[src/rtl/bts_pkg.sv]
package bts_pkg;
  typedef enum logic [2:0] {
    OP_OTHER     = 3'd0,
    OP_SKIP_ONE  = 3'd1,
    OP_SKIP_ZERO = 3'd2,
    OP_ZERO_FILE = 3'd3,
    OP_ZERO_ACC  = 3'd4
  } op_e;
endpackage

[src/rtl/bts_bit_sel.sv]
module bts_bit_sel #(
  parameter int DATA_W = 8,
  localparam int BIT_W = $clog2(DATA_W)
) (
  input  logic [DATA_W-1:0] data,
  input  logic [BIT_W-1:0]  idx,
  output logic              bit_val
);
  logic [DATA_W-1:0] hit;

  // One-hot AND-OR selection of the indexed bit
  for (genvar g = 0; g < DATA_W; g++) begin : g_lane
    assign hit[g] = data[g] && (idx == BIT_W'(g));
  end

  assign bit_val = |hit;
endmodule

[src/rtl/bts_skip_ctl.sv]
module bts_skip_ctl
  import bts_pkg::*;
(
  input  logic clk,
  input  logic rst_n,
  input  logic accept,
  input  op_e  op,
  input  logic bit_val,
  output logic squash_q,
  output logic live
);
  logic taken;
  logic squash_d;

  // An instruction is live only when it is accepted and not squashed
  assign live  = accept && !squash_q;
  assign taken = live && ((op == OP_SKIP_ONE  &&  bit_val) ||
                          (op == OP_SKIP_ZERO && !bit_val));
  assign squash_d = accept ? taken : squash_q;

  always_ff @(posedge clk) begin
    if (!rst_n) squash_q <= 1'b0;
    else        squash_q <= squash_d;
  end

  // a squashed slot never re-arms the squash
  a_r5_no_chain: assert property (@(posedge clk) disable iff (!rst_n)
    (accept && squash_q) |=> !squash_q);
  // idle cycles hold the pending squash
  a_r10_idle_hold: assert property (@(posedge clk) disable iff (!rst_n)
    !accept |=> $stable(squash_q));
endmodule

[src/rtl/bts_clear_path.sv]
module bts_clear_path
  import bts_pkg::*;
#(
  parameter int ADDR_W = 7,
  parameter int DATA_W = 8
) (
  input  logic              clk,
  input  logic              rst_n,
  input  logic              live,
  input  op_e               op,
  input  logic [ADDR_W-1:0] addr,
  output logic              rf_we,
  output logic [ADDR_W-1:0] rf_waddr,
  output logic [DATA_W-1:0] rf_wdata,
  output logic              w_we,
  output logic [DATA_W-1:0] w_wdata,
  output logic              z_q
);
  assign rf_we    = live && (op == OP_ZERO_FILE);
  assign rf_waddr = addr;
  assign rf_wdata = '0;
  assign w_we     = live && (op == OP_ZERO_ACC);
  assign w_wdata  = '0;

  always_ff @(posedge clk) begin
    if (!rst_n)            z_q <= 1'b0;
    else if (rf_we || w_we) z_q <= 1'b1;
  end

  // bit tests leave the zero flag alone
  a_r6_test_keeps_z: assert property (@(posedge clk) disable iff (!rst_n)
    (op == OP_SKIP_ONE || op == OP_SKIP_ZERO) |=> $stable(z_q));
  // an executed clear leaves the zero flag set
  a_r7_clear_sets_z: assert property (@(posedge clk) disable iff (!rst_n)
    (rf_we || w_we) |=> z_q);
endmodule

[src/rtl/bts_unit.sv]
module bts_unit
  import bts_pkg::*;
#(
  parameter int ADDR_W = 7,
  parameter int DATA_W = 8,
  localparam int BIT_W = $clog2(DATA_W)
) (
  input  logic              clk,
  input  logic              rst_n,
  input  logic              in_valid,
  output logic              in_ready,
  input  logic [2:0]        in_op,
  input  logic [ADDR_W-1:0] in_addr,
  input  logic [BIT_W-1:0]  in_bit,
  input  logic [DATA_W-1:0] rd_data,
  output logic              rf_we,
  output logic [ADDR_W-1:0] rf_waddr,
  output logic [DATA_W-1:0] rf_wdata,
  output logic              w_we,
  output logic [DATA_W-1:0] w_wdata,
  output logic              z_flag,
  output logic              squash_o
);
  op_e  op;
  logic accept;
  logic bit_val;
  logic live;

  assign op       = op_e'(in_op);
  assign in_ready = 1'b1;
  assign accept   = in_valid && in_ready;

  bts_bit_sel #(.DATA_W(DATA_W)) u_sel (
    .data(rd_data), .idx(in_bit), .bit_val(bit_val)
  );

  bts_skip_ctl u_skip (
    .clk(clk), .rst_n(rst_n), .accept(accept), .op(op),
    .bit_val(bit_val), .squash_q(squash_o), .live(live)
  );

  bts_clear_path #(.ADDR_W(ADDR_W), .DATA_W(DATA_W)) u_clr (
    .clk(clk), .rst_n(rst_n), .live(live), .op(op), .addr(in_addr),
    .rf_we(rf_we), .rf_waddr(rf_waddr), .rf_wdata(rf_wdata),
    .w_we(w_we), .w_wdata(w_wdata), .z_q(z_flag)
  );

  // a squashed slot writes nothing
  a_r4_suppress: assert property (@(posedge clk) disable iff (!rst_n)
    (in_valid && squash_o) |-> (!rf_we && !w_we));
  // a squashed slot leaves the zero flag unchanged
  a_r4_flag_hold: assert property (@(posedge clk) disable iff (!rst_n)
    (in_valid && squash_o) |=> $stable(z_flag));
endmodule

[config.mk]
export PLATFORM = sky130hd
export DESIGN_NAME = bts_unit
export DESIGN_NICKNAME = d
export VERILOG_FILES = /design/src/rtl/bts_pkg.sv /design/src/rtl/bts_bit_sel.sv /design/src/rtl/bts_skip_ctl.sv /design/src/rtl/bts_clear_path.sv /design/src/rtl/bts_unit.sv
export SDC_FILE = /design/constraint.sdc
export NUM_CORES = 1
export LEC_CHECK = 0
export ABC_AREA = 0
export BUFFER_PORTS_ARGS = -buffer_cell sky130_fd_sc_hd__buf_2
export CORE_MARGIN = 1
export CORE_UTILIZATION = 29
export CTS_CLUSTER_SIZE = 12
export DETAILED_ROUTE_END_ITERATION = 6
export PLACE_DENSITY = 0.77
export RECOVER_POWER = 100
export SKIP_LAST_GASP = 1
export SLEW_MARGIN = 20
export SYNTH_ARGS = -nofsm -noshare
export SYNTH_HDL_FRONTEND = slang
export SYNTH_SLANG_ARGS = --single-unit
[constraint.sdc]
create_clock -name clk -period 1.2 [get_ports clk]
set_input_delay 0.06 -clock clk [delete_from_list [all_inputs] [get_ports clk]]
set_output_delay 0.06 -clock clk [all_outputs]
set_load 0.005 [all_outputs]
==> summary.md, run 1 <==
| Metric | Value |
|---|---|
| Outcome | `finished, final reports clean` |
| WP data arrival | `1.23 ns` |
| Maximum clock rate | `0.9193 GHz` |
| First-pass GRT wire length | `793 µm` |
| Worst reg2reg setup slack | `0.36 ns` |
| Total number of vias | `286` |
| Post-route DRC | `0` |
| Post-synth cell types | `15` |
| Total CTS buffers | `3` |
| Max stage delay on crit path | `0.58 ns` |
| WHS Endpoint | `u_clr.z_q$_SDFFE_PN0P_` |
| Clock group share of total power | `47.4%` |
| CP endpoint kind | `register` |
| Routed Antenna Nets | `0` |
| Share of layout cells above drive strength 1 | `35.00%` |
| DRT Pass-1 Iters | `2` |
| Worst-Skew Late Latency | `0.23 ns` |
| Syn Area/Cell | `8.214 µm²` |
| Tmin final | `1.088 ns` |
| Vias per inst | `3.865` |
| Post-CTS Setup Bufs | `0` |
| CTS tree | `built` |
| H-tree depth | `1` |
| LEAKAGE | `0.2152 nW` |
| Seq pwr share | `24.5%` |
| Die ar. | `0.001451 mm²` |
| Switching share of total power | `27.95%` |
| Hold Crit Start | `rst_n` |
| Top cells by area, synth | `buf_4, mux4_1, dfxtp_1` |
| Mapped Cells | `46` |
| Area grow syn2layout | `3.311%` |
| DRT iter0 DRCs | `1` |
| Clock sink count | `2` |
| DP HPWL | `497.1 µm` |
| Max VDD drop | `547.4 µV` |
| Startpoint Class | `input pin` |
| Rows | `12` |
| Internal power | `0.2324 mW` |
| Post-Syn Area | `377.9 µm²` |
| Setup WS pre-CTS | `-0.06726 ns` |
| Total power | `0.3225 mW` |
| Final net count | `86` |
| Die height | `38.10 µm` |
| Die outline width | `38.10 µm` |
| Wire per inst | `7.662 µm` |
| Synth area leader | `buf_4` |
| Post-Route WL | `567 µm` |
| Hold depth | `2` |
| Antenna cells | `0` |
| Critical path type | `input pin to register` |
| Hold WS | `0.05392 ns` |
| Combinational Power Share | `28.1%` |
| CP cell instances | `clkbuf_1, mux4_1, mux2i_1, nor3_1, a211oi_1` |
| Power per cell area | `826.1 mW/mm²` |
| Grt total ovfl | `0` |
| Hold bufs inserted after CTS | `0` |
| Worst hold path type | `input pin to register` |
| Clk slew on worst S/H paths | `0.03 ns` |
| Core ar. | `0.001156 mm²` |
| Yosys top cell area share | `47.68%` |
| Crit Path Max Fanout | `2` |
| NetSw | `0.09012 mW` |
| Clk buf depth | `2` |
| Initial Util | `32.68%` |
| Clock root buffer | `clkbuf_4` |
| Vias in the first global route | `212` |
| Reg2reg start | `u_skip.squash_q$_SDFFE_PN0P_` |
| Sequential area share after synthesis | `10.60%` |
| Initial antenna violation count | `0` |
| Post-cts resize count | `0` |
| Post-route insts no fill | `74` |
| Leading cell types in the layout, fill and taps excluded | `conb_1, buf_2, nor2_1` |
| Synth Register Bits | `2` |
| Max-cap violations | `0` |
| Clk_skew | `0.0001766 ns` |
| YS warnings | `0` |
| WP data required | `1.34 ns` |
| Post-Place Cells | `71` |
| Top delay family on crit path | `multiplexers` |
| Routability cong. | `0.6597` |
| # IOs | `52` |
| Setup-failing EPs final | `0` |
| GRT Total Usage | `8.505%` |
| Final Hold Viols | `0` |
| RSZ-0062 raised after global routing | `no` |
| CP Buf/Inv Count | `1` |
| Pin count of the biggest net entering global routing | `6` |
| PortBufs | `20` |
| Final worst-path cycle share | `90.65%` |
| Pins Over Slew Limit | `0` |
| Setup WS post-layout | `0.1122 ns` |
| Worst Reg-to-Reg Cells | `3` |
| Critical path depth | `5` |
| Critical Path Slowest Stage Cell | `mux4_1` |
| Reg2Reg Capture Point | `u_clr.z_q$_SDFFE_PN0P_` |
-- worst max-delay path by stage --
stage	startpoint	to
floorplan	in_bit[1]	u_skip.squash_q$_SDFFE_PN0P_
finish	in_bit[1]	u_skip.squash_q$_SDFFE_PN0P_
detailed placement	in_bit[1]	u_skip.squash_q$_SDFFE_PN0P_
global placement	in_bit[1]	u_skip.squash_q$_SDFFE_PN0P_
global route	in_bit[1]	u_skip.squash_q$_SDFFE_PN0P_
CTS	in_bit[1]	u_skip.squash_q$_SDFFE_PN0P_
-- registers in the layout (all words and copies together), names as in the netlist --
| signal | flops |
|---|---|
| u_clr.z_q | 1 |
| u_skip.squash_q | 1 |
-- cell type report --
class | count | area [µm²]
clock buffers | 3 | 22.52
fillers | 130 | 765.7
multi-input cells | 35 | 214.0
flip-flops and latches | 2 | 40.04
well taps | 14 | 17.52
repair buffers | 20 | 96.34
-- Yosys cell counts, drive strengths merged --
cell type	instances
a211oi	1
dfxtp	2
mux4	2
a21oi	1
nand3b	1
buf	24
o21a	1
nand2b	1
nor2	4
nand2	3
and4bb	1
mux2i	1
conb	2
nor4bb	1
nor3	1
-- per-stage QoR --
stage / utilization [%] / setup TNS (ns) / area (µm²)
after global placement: 32.14 / -0.01263 / 371.6
after detailed placement: 32.14 / -0.06726 / 371.6
final: 33.77 / 0 / 390.4
after global routing: 33.77 / 0 / 390.4
after floorplan: - / 0 / 434.2
after CTS: 34.09 / 0 / 394.1
-- power groups by stage --
stage | combinational (mW) | sequential, mW | clock (mW)
2_1_floorplan | 0.108 | 0.0801 | 0
3_3_place_gp | 0.0892 | 0.0796 | 0
3_5_place_dp | 0.0914 | 0.0801 | 0
4_1_cts | 0.0918 | 0.0793 | 0.160
5_1_grt | 0.104 | 0.0805 | 0.171
6_report | 0.0906 | 0.0790 | 0.153
-- cells by family after synthesis --
group,synth area share [%]
buffers and inverters,47.68
DFF,10.60
muxes,16.56
AOI/OAI and AO/OA,5.298
and+or+nand+nor,17.88
other,1.987
-- layer usage --
layer | GRT usage [%] | up-vias | wire [µm]
li1 | - | 144 | -
met1 | 7.774 | 121 | 206
met2 | 13.98 | 21 | 281
met3 | 5.233 | 0 | 79
met4 | 5.357 | 0 | 0
met5 | 0 | - | 0
(Power assumes the default switching activity.)
==> inputs of run 2 (changes only) <==
Settings changed: CORE_AREA set to 2 2 39 41, CORE_MARGIN 1 to unset, CORE_UTILIZATION 29 to unset, DIE_AREA set to 0 0 41 43, PLACE_DENSITY 0.77 to 0.75, SYNTH_HIERARCHICAL set to 1.
==> summary.md, run 2 <==
| Metric | Value |
|---|---|
| Outcome | `complete, but fails checks` |
| Failing checks | `negative setup slack` |
| Sequential area share after synthesis | `10.85%` |
| WP data arrival | `1.32 ns` |
| YS warnings | `6` |
| Reg2reg start | `u_skip/squash_q$_SDFFE_PN0P_` |
| Async set-reset flop share out of synthesis | `0%` |
| Most numerous cell in the Yosys netlist | `buf_4` |
| Hold depth | `2` |
| Met1 usage | `5.788%` |
| Wire per inst | `10.25 µm` |
| Final Hold Viols | `0` |
| Met2 Usage GRT | `15.31%` |
| Biggest regs | `u_clr/z_q x1, u_skip/squash_q x1` |
| Syn Area/Cell | `9.003 µm²` |
| Synth Flop Type | `dfxtp_1` |
| Final net count | `81` |
| Worst-Skew Late Latency | `0.22 ns` |
| CP cell instances | `buf_8, mux4_2, mux2_4, and3b_1, o2111ai_2, nand2_1` |
| GRT Total Usage | `8.835%` |
| Area grow syn2layout | `9.492%` |
| Max-cap violations | `0` |
| DRT Pass-1 Iters | `2` |
| Clk buf depth | `2` |
| Die outline width | `41 µm` |
| Antenna cells | `0` |
| Hold Crit Start | `rst_n` |
| Pins Over Slew Limit | `0` |
| Worst reg2reg setup slack | `0.20 ns` |
| Die ar. | `0.001763 mm²` |
| Rows | `14` |
| RSZ-0062 raised after global routing | `yes` |
| Share of layout cells above drive strength 1 | `49.09%` |
| Initial Util | `26.67%` |
| Power per cell area | `773.2 mW/mm²` |
| Mapped Cells | `41` |
| CP endpoint kind | `register` |
| Worst hold path type | `input pin to register` |
| Setup-failing EPs final | `1` |
| H-tree depth | `1` |
| Leading cell types in the layout, fill and taps excluded | `conb_1, buf_2, clkbuf_4, clkbuf_1` |
| WHS Endpoint | `u_clr/z_q$_SDFFE_PN0P_` |
| Final Util | `29.20%` |
| Clock root buffer | `clkbuf_4` |
| Pin count of the biggest net entering global routing | `5` |
| Total CTS buffers | `3` |
| Setup WS post-layout | `-0.006204 ns` |
| Reg2Reg Capture Point | `u_clr/z_q$_SDFFE_PN0P_` |
| Routability cong. | `0.6968` |
| Total number of vias | `279` |
| Crit Path Max Fanout | `2` |
| M3 GR Usage | `5.759%` |
| Tmin final | `1.206 ns` |
| Synth Register Bits | `2` |
| Startpoint Class | `input pin` |
| Grt total ovfl | `0` |
| DRT iter0 DRCs | `3` |
| Max stage delay on crit path | `0.48 ns` |
| Top cells by area, synth | `buf_4, mux4_1, dfxtp_1` |
| CTS tree | `built` |
| Commonest non-fill, non-tap cell in the layout | `conb_1` |
| First-pass GRT wire length | `938 µm` |
| Busiest grt layer | `met2` |
| Worst Reg-to-Reg Cells | `3` |
| Hold bufs inserted after CTS | `0` |
| Critical Path Slowest Stage Cell | `mux4_2` |
| Max VDD drop | `187.2 µV` |
| # fillers | `160` |
| WP data required | `1.31 ns` |
| Number of synthesized flops with an enable pin | `0` |
| Critical path type | `input pin to register` |
| Yosys top cell area share | `48.81%` |
| Post-synth cell types | `15` |
| LEAKAGE | `0.2218 nW` |
| Routed Antenna Nets | `0` |
| Synth area leader | `buf_4` |
| Post-DP Area | `361.6 µm²` |
| Core ar. | `0.001384 mm²` |
| PortBufs | `20` |
| Final worst-path cycle share | `100.5%` |
| Initial antenna violation count | `0` |
| Clk slew on worst S/H paths | `0.03 ns` |
| Post-Syn Area | `369.1 µm²` |
| Post-Route WL | `728 µm` |
| Vias per inst | `3.930` |
| Clk_skew | `0.002758 ns` |
| # IOs | `52` |
| Commonest cells in the netlist | `buf_4, conb_1, dfxtp_1, mux4_1` |
| Clock sink count | `2` |
| Design area | `404.1 µm²` |
| Vias in the first global route | `247` |
| Die height | `43 µm` |
| Maximum clock rate | `0.8290 GHz` |
| Post-route DRC | `0` |
[run 2: layout make-up]
class	count	area (µm²)	share of cell area, %
Multi-Input combinational cell	29	211.5	52.32
Timing Repair Buffer	20	106.4	26.32
Sequential cell	2	40.04	9.907
Clock buffer	3	22.52	5.573
Tap cell	16	20.02	4.954
Inverter	1	3.754	0.9288
[run 2: worst max-delay path, delay by kind of cell]
| kind | cells | cell delay [ns] |
|---|---|---|
| multiplexers | 2 | 0.77 |
| AND/OR/NAND/NOR | 2 | 0.24 |
| AO/OA/AOI/OAI | 1 | 0.17 |
| buffers and inverters | 1 | 0.08 |
[run 2: worst max-delay path by stage]
| stage | endpoint | depth (start not counted) | from | slack [ns] |
|---|---|---|---|---|
| finish | u_skip/squash_q$_SDFFE_PN0P_ | 6 | in_bit[1] | -0.006 |
| floorplan | u_skip/squash_q$_SDFFE_PN0P_ | 5 | in_bit[1] | -0.10 |
| global route | u_skip/squash_q$_SDFFE_PN0P_ | 6 | in_bit[1] | -0.06 |
| CTS | u_skip/squash_q$_SDFFE_PN0P_ | 6 | in_bit[1] | -0.03 |
| global placement | u_skip/squash_q$_SDFFE_PN0P_ | 6 | in_bit[1] | -0.26 |
| detailed placement | u_skip/squash_q$_SDFFE_PN0P_ | 6 | in_bit[1] | -0.32 |
[run 2: metal layers]
| layer | part of all wire [%] | wire (µm) |
|---|---|---|
| met5 | 0 | 0 |
| met4 | 0.27 | 2 |
| met3 | 19 | 137 |
| met2 | 52 | 381 |
| met1 | 28 | 206 |
[run 2: metrics by stage]
| step | setup TNS [ns] | cells | hold slack (ns) | total power, mW | setup slack (ns) |
|---|---|---|---|---|---|
| after floorplan | -0.1002 | 56 | 0.1879 | 0.1756 | -0.1002 |
| after global placement | -0.2580 | 68 | 0.1200 | 0.1522 | -0.2580 |
| after detailed placement | -0.3215 | 68 | 0.1200 | 0.1564 | -0.3215 |
| after CTS | -0.05152 | 71 | 0.09407 | 0.3227 | -0.03166 |
| after global routing | -0.06259 | 71 | 0.1084 | 0.3410 | -0.06259 |
| final | -0.006204 | 71 | 0.1027 | 0.3125 | -0.006204 |
[run 2: repair_timing]
action                     CTS  global route
pin swaps                    3             1
gates resized for setup      5             1
setup endpoints to repair    1             3
setup buffers                0             0
[run 2: cells by family (layout without fill, tap and decap cells)]
group / after synthesis / after routing / synth area share (%)
flops: 2 / 2 / 10.85
simple gates: 7 / 7 / 15.26
buf+inv: 25 / 24 / 49.83
mux: 3 / 3 / 17.29
other cells: 2 / 17 / 2.035
compound gates: 2 / 2 / 4.747
[run 2: where the power goes]
part | leakage [nW] | total, mW | internal (mW) | switching (mW)
sequential | 0.0163 | 0.0720 | 0.0702 | 0.00184
clock | 0.0138 | 0.149 | 0.110 | 0.0390
combinational | 0.192 | 0.0911 | 0.0506 | 0.0406
total | 0.222 | 0.312 | 0.231 | 0.0814
==> inputs of run 3 (changes only) <==
Settings changed: PLACE_DENSITY 0.75 to unset, PLACE_DENSITY_LB_ADDON set to 0.15, RECOVER_POWER 100 to 25.
==> summary.md, run 3 (synthesis gave the netlist of run 2 again) <==
| Metric | Value |
|---|---|
| Critical Path Slowest Stage Cell | `mux4_2` |
| Die height | `43 µm` |
| Worst Reg-to-Reg Cells | `3` |
| Setup WS post-layout | `-0.006899 ns` |
| Max stage delay on crit path | `0.47 ns` |
| Post-Route WL | `588 µm` |
| CP cell instances | `buf_8, mux4_2, mux2_4, and3b_1, o2111ai_2, nand2_1` |
| Power per cell area | `761.1 mW/mm²` |
| Routed Antenna Nets | `0` |
| Initial Util | `26.67%` |
| Total power | `0.3047 mW` |
| Vias in the first global route | `196` |
| Clk buf depth | `2` |
| Clock sink count | `2` |
| Tmin final | `1.207 ns` |
| Crit Path Max Fanout | `2` |
| DRT iter0 DRCs | `0` |
| Hold Crit Start | `rst_n` |
| Failing checks | `negative setup slack` |
| Clk_skew | `0.0001065 ns` |
| Wire per inst | `8.282 µm` |
| Antenna cells | `0` |
| Biggest regs | `u_clr/z_q x1, u_skip/squash_q x1` |
| Area grow syn2layout | `8.475%` |
| Reg2reg start | `u_skip/squash_q$_SDFFE_PN0P_` |
| First-pass GRT wire length | `683 µm` |
| WHS Endpoint | `u_clr/z_q$_SDFFE_PN0P_` |
| Total CTS buffers | `3` |
| Clock root buffer | `clkbuf_4` |
| WP data arrival | `1.31 ns` |
| Maximum clock rate | `0.8286 GHz` |
| GRT Total Usage | `6.118%` |
| WP data required | `1.30 ns` |
| CP Buf/Inv Count | `1` |
| Clk slew on worst S/H paths | `0.03 ns` |
| Core ar. | `0.001384 mm²` |
| Total number of vias | `257` |
| Outcome | `complete, but fails checks` |
| Die outline width | `41 µm` |
| CP endpoint kind | `register` |
| Setup WS pre-CTS | `-0.2989 ns` |
| # IOs | `52` |
| Pin count of the biggest net entering global routing | `5` |
| Initial antenna violation count | `0` |
| Max-cap violations | `0` |
| LEAKAGE | `0.2314 nW` |
| Final Hold Viols | `0` |
| H-tree depth | `1` |
| Routability cong. | `0.5257` |
| Top delay family on crit path | `multiplexers` |
| Grt total ovfl | `0` |
| Final worst-path cycle share | `100.6%` |
| PortBufs | `20` |
| Pins Over Slew Limit | `0` |
| Max VDD drop | `238.1 µV` |
| Worst hold path type | `input pin to register` |
| Leading cell types in the layout, fill and taps excluded | `buf_2, conb_1, clkbuf_4` |
| DP HPWL | `487.6 µm` |
| Design area | `400.4 µm²` |
| Commonest non-fill, non-tap cell in the layout | `buf_2` |
| Critical path type | `input pin to register` |
| DRT Pass-1 Iters | `1` |
| Die ar. | `0.001763 mm²` |
| Reg2Reg Capture Point | `u_clr/z_q$_SDFFE_PN0P_` |
| Final net count | `81` |
| Hold depth | `2` |
| CTS tree | `built` |
| Vias per inst | `3.620` |
| RSZ-0062 raised after global routing | `yes` |
| Hold bufs inserted after CTS | `0` |
| Setup-failing EPs final | `1` |
| Post-DP Area | `361.6 µm²` |
| Rows | `14` |
| Startpoint Class | `input pin` |
| Share of layout cells above drive strength 1 | `50.91%` |
| Worst-Skew Late Latency | `0.22 ns` |
| Worst reg2reg setup slack | `0.21 ns` |
| Post-route DRC | `0` |
[run 3: cell types whose count changed in the layout (fill, tap and decap cells not counted)]
cell	change
buf_2	+3
clkbuf_1	-3
nor2b_1	+1
nor2b_2	-1
nor3b_1	+1
nor3b_2	-1
[run 3: repair_timing]
item	4_1_cts	5_1_grt
resized for setup	2	1
setup endpoints to repair	1	1
buffers inserted	0	0
pin swaps	3	0
hold endpoints to repair	0	0
[run 3: worst max-delay path by stage]
| stage | start | end | slack, ns | cells after the start |
|---|---|---|---|---|
| finish | in_bit[1] | u_skip/squash_q$_SDFFE_PN0P_ | -0.007 | 6 |
| global route | in_bit[1] | u_skip/squash_q$_SDFFE_PN0P_ | -0.07 | 6 |
| CTS | in_bit[1] | u_skip/squash_q$_SDFFE_PN0P_ | -0.02 | 6 |
| detailed placement | in_bit[1] | u_skip/squash_q$_SDFFE_PN0P_ | -0.30 | 6 |
| global placement | in_bit[1] | u_skip/squash_q$_SDFFE_PN0P_ | -0.31 | 6 |
| floorplan | in_bit[1] | u_skip/squash_q$_SDFFE_PN0P_ | -0.10 | 5 |
[run 3: area by class of cell]
cell class                 instances  area, µm²
fill                             154      983.4
multi-input combinational         29      203.9
timing repair buffer              20      110.1
sequential                         2      40.04
clock buffer                       3      22.52
tap                               16      20.02
inverter                           1      3.754
[run 3: worst register-to-register path: cells and delay by family (launching register included)]
kind             cells  cell delay [ns]
flip-flops           1             0.33
AND/OR/NAND/NOR      2             0.31
AO/OA/AOI/OAI        1             0.23
[run 3: layer usage]
layer | GRT usage [%] | wire [µm]
met1 | 5.449 | 200
met2 | 8.750 | 319
met3 | 2.094 | 67
met4 | 8.000 | 0
met5 | 0 | 0
[run 3: per-stage QoR]
| stage | setup TNS (ns) | utilization [%] | instances | hold slack (ns) |
|---|---|---|---|---|
| after floorplan | -0.1002 | - | 56 | 0.1879 |
| after global placement | -0.3098 | 26.13 | 68 | 0.1200 |
| after detailed placement | -0.2989 | 26.13 | 68 | 0.1200 |
| after CTS | -0.02465 | 28.48 | 71 | 0.09645 |
| after global routing | -0.09890 | 28.93 | 71 | 0.1164 |
| final | -0.006899 | 28.93 | 71 | 0.1054 |
[run 3: power breakdown]
| group | internal, mW | total [mW] | switching, mW |
|---|---|---|---|
| sequential | 0.0702 | 0.0717 | 0.00151 |
| clock | 0.110 | 0.146 | 0.0357 |
| combinational | 0.0501 | 0.0871 | 0.0371 |
| total | 0.230 | 0.305 | 0.0743 |
